### src/rtl/vpm_pkg.sv
package vpm_pkg;
  typedef enum logic [0:0] {
    ST_IDLE = 1'b0,
    ST_RUN  = 1'b1
  } vpm_state_e;
endpackage

### src/rtl/vpm_sign_fold.sv
// Moves each weight's sign onto its activation; emits unsigned magnitudes.
module vpm_sign_fold #(
  parameter int LANES = 3,
  parameter int AW    = 16,
  parameter int WW    = 16,
  localparam int SAW  = AW + 1
) (
  input  logic [LANES*AW-1:0]  act,
  input  logic [LANES*WW-1:0]  wgt,
  output logic [LANES*SAW-1:0] sact,
  output logic [LANES*WW-1:0]  mag
);
  for (genvar k = 0; k < LANES; k++) begin : g_lane
    logic              neg;
    logic signed [AW:0] ax;
    logic [WW-1:0]     wv;
    assign neg = wgt[k*WW + WW - 1];
    assign wv  = wgt[k*WW +: WW];
    assign ax  = {act[k*AW + AW - 1], act[k*AW +: AW]};
    assign mag[k*WW +: WW]    = neg ? (~wv + 1'b1) : wv;
    assign sact[k*SAW +: SAW] = neg ? -ax : ax;
  end
endmodule

### src/rtl/vpm_span_detect.sv
// Applies the precision mask and finds the lowest/highest live bit position.
module vpm_span_detect #(
  parameter int LANES = 3,
  parameter int WW    = 16,
  parameter int PW    = 5,
  localparam int IW   = $clog2(WW)
) (
  input  logic [LANES*WW-1:0] mag,
  input  logic [PW-1:0]       prec,
  output logic [LANES*WW-1:0] mmag,
  output logic                any_set,
  output logic [IW-1:0]       lo,
  output logic [IW-1:0]       hi
);
  int            keep;
  logic [WW-1:0] orv;

  always_comb begin
    keep = int'(prec);
    if (keep < 1)  keep = 1;
    if (keep > WW) keep = WW;
    orv = '0;
    for (int k = 0; k < LANES; k++) begin
      for (int b = 0; b < WW; b++) begin
        mmag[k*WW + b] = (b >= WW - keep) ? mag[k*WW + b] : 1'b0;
        orv[b] = orv[b] | mmag[k*WW + b];
      end
    end
    any_set = |orv;
    lo = '0;
    for (int b = WW - 1; b >= 0; b--) begin
      if (orv[b]) lo = IW'(b);
    end
    hi = '0;
    for (int b = 0; b < WW; b++) begin
      if (orv[b]) hi = IW'(b);
    end
  end
endmodule

### src/rtl/vpm_serial_core.sv
// Walks the live bit span, one position per clock, accumulating shifted partial sums.
module vpm_serial_core
  import vpm_pkg::*;
#(
  parameter int LANES = 3,
  parameter int AW    = 16,
  parameter int WW    = 16,
  parameter int ACCW  = 34,
  localparam int SAW  = AW + 1,
  localparam int IW   = $clog2(WW)
) (
  input  logic                   clk,
  input  logic                   rst_n,
  input  logic                   load,
  input  logic [LANES*SAW-1:0]   sact,
  input  logic [LANES*WW-1:0]    mmag,
  input  logic                   any_set,
  input  logic [IW-1:0]          lo,
  input  logic [IW-1:0]          hi,
  output logic                   busy,
  output logic                   done,
  output logic signed [ACCW-1:0] result
);
  vpm_state_e             state;
  logic [WW-1:0]          sh [LANES];
  logic signed [SAW-1:0]  sa [LANES];
  logic [IW-1:0]          pos;
  logic [IW-1:0]          remain;
  logic signed [ACCW-1:0] acc;
  logic signed [ACCW-1:0] psum;
  logic signed [ACCW-1:0] term;

  assign busy = (state == ST_RUN);

  always_comb begin
    psum = '0;
    for (int k = 0; k < LANES; k++) begin
      if (sh[k][0]) psum = psum + ACCW'(sa[k]);
    end
    term = psum <<< pos;
  end

  always_ff @(posedge clk or negedge rst_n) begin
    if (!rst_n) begin
      state  <= ST_IDLE;
      done   <= 1'b0;
      result <= '0;
      acc    <= '0;
      pos    <= '0;
      remain <= '0;
      for (int k = 0; k < LANES; k++) begin
        sh[k] <= '0;
        sa[k] <= '0;
      end
    end else begin
      done <= 1'b0;
      case (state)
        ST_IDLE: begin
          if (load) begin
            if (!any_set) begin
              result <= '0;
              done   <= 1'b1;
            end else begin
              for (int k = 0; k < LANES; k++) begin
                sh[k] <= mmag[k*WW +: WW] >> lo;
                sa[k] <= sact[k*SAW +: SAW];
              end
              pos    <= lo;
              remain <= hi - lo;
              acc    <= '0;
              state  <= ST_RUN;
            end
          end
        end
        ST_RUN: begin
          for (int k = 0; k < LANES; k++) sh[k] <= sh[k] >> 1;
          acc    <= acc + term;
          pos    <= pos + 1'b1;
          remain <= remain - 1'b1;
          if (remain == '0) begin
            result <= acc + term;
            done   <= 1'b1;
            state  <= ST_IDLE;
          end
        end
        default: state <= ST_IDLE;
      endcase
    end
  end
endmodule

### src/rtl/vpm_mac_top.sv
module vpm_mac_top #(
  parameter int LANES = 3,
  parameter int AW    = 16,
  parameter int WW    = 16,
  parameter int PW    = 5,
  parameter int ACCW  = 34
) (
  input  logic                   clk,
  input  logic                   rst_n,
  input  logic                   start,
  input  logic [LANES*AW-1:0]    act,
  input  logic [LANES*WW-1:0]    wgt,
  input  logic [PW-1:0]          prec,
  output logic                   busy,
  output logic                   done,
  output logic signed [ACCW-1:0] result
);
  localparam int SAW = AW + 1;
  localparam int IW  = $clog2(WW);

  logic [LANES*SAW-1:0] sact;
  logic [LANES*WW-1:0]  mag;
  logic [LANES*WW-1:0]  mmag;
  logic                 any_set;
  logic [IW-1:0]        lo;
  logic [IW-1:0]        hi;
  logic                 load;

  assign load = start & ~busy;

  vpm_sign_fold #(.LANES(LANES), .AW(AW), .WW(WW)) u_fold (
    .act(act), .wgt(wgt), .sact(sact), .mag(mag)
  );

  vpm_span_detect #(.LANES(LANES), .WW(WW), .PW(PW)) u_span (
    .mag(mag), .prec(prec), .mmag(mmag), .any_set(any_set), .lo(lo), .hi(hi)
  );

  vpm_serial_core #(.LANES(LANES), .AW(AW), .WW(WW), .ACCW(ACCW)) u_core (
    .clk(clk), .rst_n(rst_n), .load(load), .sact(sact), .mmag(mmag),
    .any_set(any_set), .lo(lo), .hi(hi),
    .busy(busy), .done(done), .result(result)
  );
endmodule

### config.mk
export PLATFORM = sky130hd
export DESIGN_NAME = vpm_mac_top
export DESIGN_NICKNAME = d
export VERILOG_FILES = /design/src/rtl/vpm_pkg.sv /design/src/rtl/vpm_sign_fold.sv /design/src/rtl/vpm_span_detect.sv /design/src/rtl/vpm_serial_core.sv /design/src/rtl/vpm_mac_top.sv
export SDC_FILE = /design/constraint.sdc
export NUM_CORES = 1
export LEC_CHECK = 0
export BUFFER_PORTS_ARGS = -buffer_cell sky130_fd_sc_hd__buf_4
export CELL_PAD_IN_SITES_DETAIL_PLACEMENT = 1
export CELL_PAD_IN_SITES_GLOBAL_PLACEMENT = 1
export CORE_UTILIZATION = 37
export CTS_CLUSTER_SIZE = 30
export DETAILED_ROUTE_END_ITERATION = 8
export PLACE_DENSITY_LB_ADDON = 0.25
export SYNTH_ARGS = -nofsm -noshare
export SYNTH_HDL_FRONTEND = slang
export SYNTH_HIERARCHICAL = 1
export SYNTH_SLANG_ARGS = --single-unit
### constraint.sdc
create_clock -name clk -period 15.5 [get_ports clk]
set_input_delay 3.1 -clock clk [delete_from_list [all_inputs] [get_ports clk]]
set_output_delay 3.1 -clock clk [all_outputs]
set_load 0.1 [all_outputs]
==> qor.txt <==
drt total wl: 67,700 um
Hold WS: 0.476 ns
clock latency on the worst-skew pair: 0.50 ns
maximum VDD drop: 0.114 mV
PD cells: 244 nW/um^2
Ports: 140
Max FO, Critical Path: 40
CORE AREA: 50,600 sq um
largest family of logic cells by synthesized area: compound AO/OA/AOI/OAI gates
CTS tree: yes
vias in the first global route: 19,400
Post-Synth Simple-Gate Area: 0.221
Synthesized Nets: 2,654
Post-synth EDFFs: 0
initial antenna violation count: 1
period utilization: 0.639
# resized after CTS: 0
Area Overhead vs Synth: 11.1%
Synth top area share: 0.232
die area: 52,600 sq um
num rows: 82
DRT Pass-1 Iters: 5
initial DRC count: 987
Setup Buffers After CTS: 0
dominant cells by area after synthesis: dfrtp_1 (23%), nand2_1 (6.9%), xnor2_1 (6.2%)
gr usage total: 0.259
HP Class: reg -> reg
worst-margin pin slew: 1.29 ns
P_sw: 2870 uW
post-synthesis mux area share: 0.116
CP required: 15.89 ns
Starting Density: 0.378
Slew Limit Headroom: 0.129
nets: 2,684
first-pass GRT wire length: 108,000 um
unrepaired setup endpoints after global routing: no
IO Port Bufs: 139
Reg clk slew, reported paths: 0.08 ns
Via Count: 18,800
Synth area leader: dfrtp_1
Final Hold Viols: 0
CP max-delay cell: o41ai_1
Leak Pwr: 0.00931 uW
n_diodes: 0
CP max stage delay: 0.88 ns
Clock Skews: 0.0155 ns
clock root buffer: clkbuf_16
Clock Path Buffers: 2
dpl cells: 3,135
Worst path most repeated cell: a21oi_1
Final setup viols: 0
DRT antenna net count: 0
Compound-Gate Fraction of Synth Area: 0.244
post-cts hold buffer count: 0
RePlAce Congestion: 0.949
Die Width: 229 um
share of post-route cells with drive strength above 1: 0.139
Via-to-Cell Ratio: 5.93
xor and xnor fraction of the mapped netlist area: 0.0747
Fmax: 101 MHz
top post-synthesis cells by count: nand2_1 (350), o21ai_0 (217), dfrtp_1 (177), nor2_1 (156), a21oi_1 (153)
Final Max Slew Viols: 0
CTS Buf Count: 17
top_reg_cell synth: dfrtp_1
cell with the most instances after synthesis: nand2_1
asr flop ratio synth: 1.00
Worst EP arrival: 10.30 ns
Post-Synthesis Cells: 2,452
Yosys cell types: 99
Mapped Area: 19,100 sq um
Synth Register Bits: 177
YS warnings: 6
crit end category: register
TNS Setup: 0 ns
grt ovf: 0
power share of the combinational group: 0.744
WL per Instance: 21.4 um
Synth Area in Adders: 0.0678
Power Total: 5180 uW
# clock sinks: 177
Net Sw Frac: 0.555
maxcap violations: 0
Detailed Place HPWL: 53,200 um
synthesized area per cell: 7.79 sq um
CP Class: reg -> reg
final std cells w/o fill: 3,167
outcome: finished, final reports clean
pin count of the biggest net entering global routing: 71
Startpoint Class: register
Die H: 229 um
DRC Markers: 0
sequential cell area fraction in the yosys report: 0.232
fin crit period: 9.90 ns
Clock power frac: 0.086
H-tree levels: 4
Internal: 2300 uW
sequential power share: 0.170
-- per-stage QoR --
stage / utilization / area [sq um] / setup WS, ns
2_1_floorplan: - / 19100 / 6.41
3_3_place_gp: 0.408 / 20600 / 6.08
3_5_place_dp: 0.408 / 20600 / 5.72
4_1_cts: 0.420 / 21200 / 5.62
5_1_grt: 0.420 / 21200 / 4.65
6_report: 0.420 / 21200 / 5.60
-- cell usage in the layout (no fill, tap or decap), drive strengths merged, types with 34 or more instances in the layout --
cell type,n
ha,93
a21o,39
nor2,156
nand3,56
dfrtp,177
mux2i,96
xnor2,136
and2,69
mux2,88
a21oi,153
nand2b,34
inv,76
nor3,54
nand2,351
o21ai,230
buf,161
-- sequential cells by signal, summed over array words and instances, names as in the netlist --
signal	flops
u_core/sa	51
u_core/result	34
u_core/done	1
u_core/busy	1
u_core/remain	4
u_core/pos	4
u_core/acc	34
u_core/sh	48
-- path summary, 6_finish.rpt --
check	slack [ns]	cells after the start	endpoint	start
setup / recovery	5.60	38	u_core/result[33]$_DFFE_PN0P_	u_core/sh[32]$_DFFE_PN0P_
hold / removal	0.48	2	u_core/result[18]$_DFFE_PN0P_	u_core/result[18]$_DFFE_PN0P_
setup reg to reg	5.60	38	u_core/result[33]$_DFFE_PN0P_	u_core/sh[32]$_DFFE_PN0P_
hold reg to reg	0.48	2	u_core/result[18]$_DFFE_PN0P_	u_core/result[18]$_DFFE_PN0P_
max in group asynchronous	11.66	2	u_core/sh[10]$_DFFE_PN0P_	rst_n
min in group asynchronous	2.55	1	u_core/sa[15]$_DFFE_PN0P_	rst_n
-- cells by family after synthesis --
| group | count (synthesis) |
|---|---|
| and+or+nand+nor | 872 |
| xor gates and xnor gates | 163 |
| buffers and inverters | 219 |
| AOI/OAI and AO/OA | 725 |
| adders and majority gates | 101 |
| muxes | 195 |
| DFF | 177 |
-- power by group through the flow --
stage | sequential, uW | clock (uW) | combinational, uW
detailed placement | 884 | 0 | 3830
global route | 907 | 475 | 4230
CTS | 878 | 462 | 3850
finish | 879 | 445 | 3850
floorplan | 1030 | 0 | 2650
global placement | 877 | 0 | 3730
-- area by class of cell --
type,count,area [sq um]
tap,672,841
fill,6235,29400
clock buffer,17,425
sequential,177,4430
inverter,68,255
timing repair buffer,162,1220
clock inverter,15,164
multi-input combinational,2056,13900
-- per-layer routing --
metal | vias to the layer above | global-route usage | share of wire
li1 | 8972 | - | -
met1 | 9320 | 0.331 | 0.45
met2 | 384 | 0.434 | 0.48
met3 | 110 | 0.0401 | 0.039
met4 | 2 | 0.104 | 0.034
met5 | - | 0 | 0.00019
-- worst max-delay path, delay by kind of cell (launching register included) --
family / cells / cell delay, ns
muxes: 2 / 0.79
buffers and inverters: 2 / 0.46
DFF: 1 / 0.33
xor gates and xnor gates: 1 / 0.09
AOI/OAI and AO/OA: 20 / 4.89
adders and majority gates: 4 / 1.31
and+or+nand+nor: 9 / 1.89
Power figures use the tool's default switching activity.
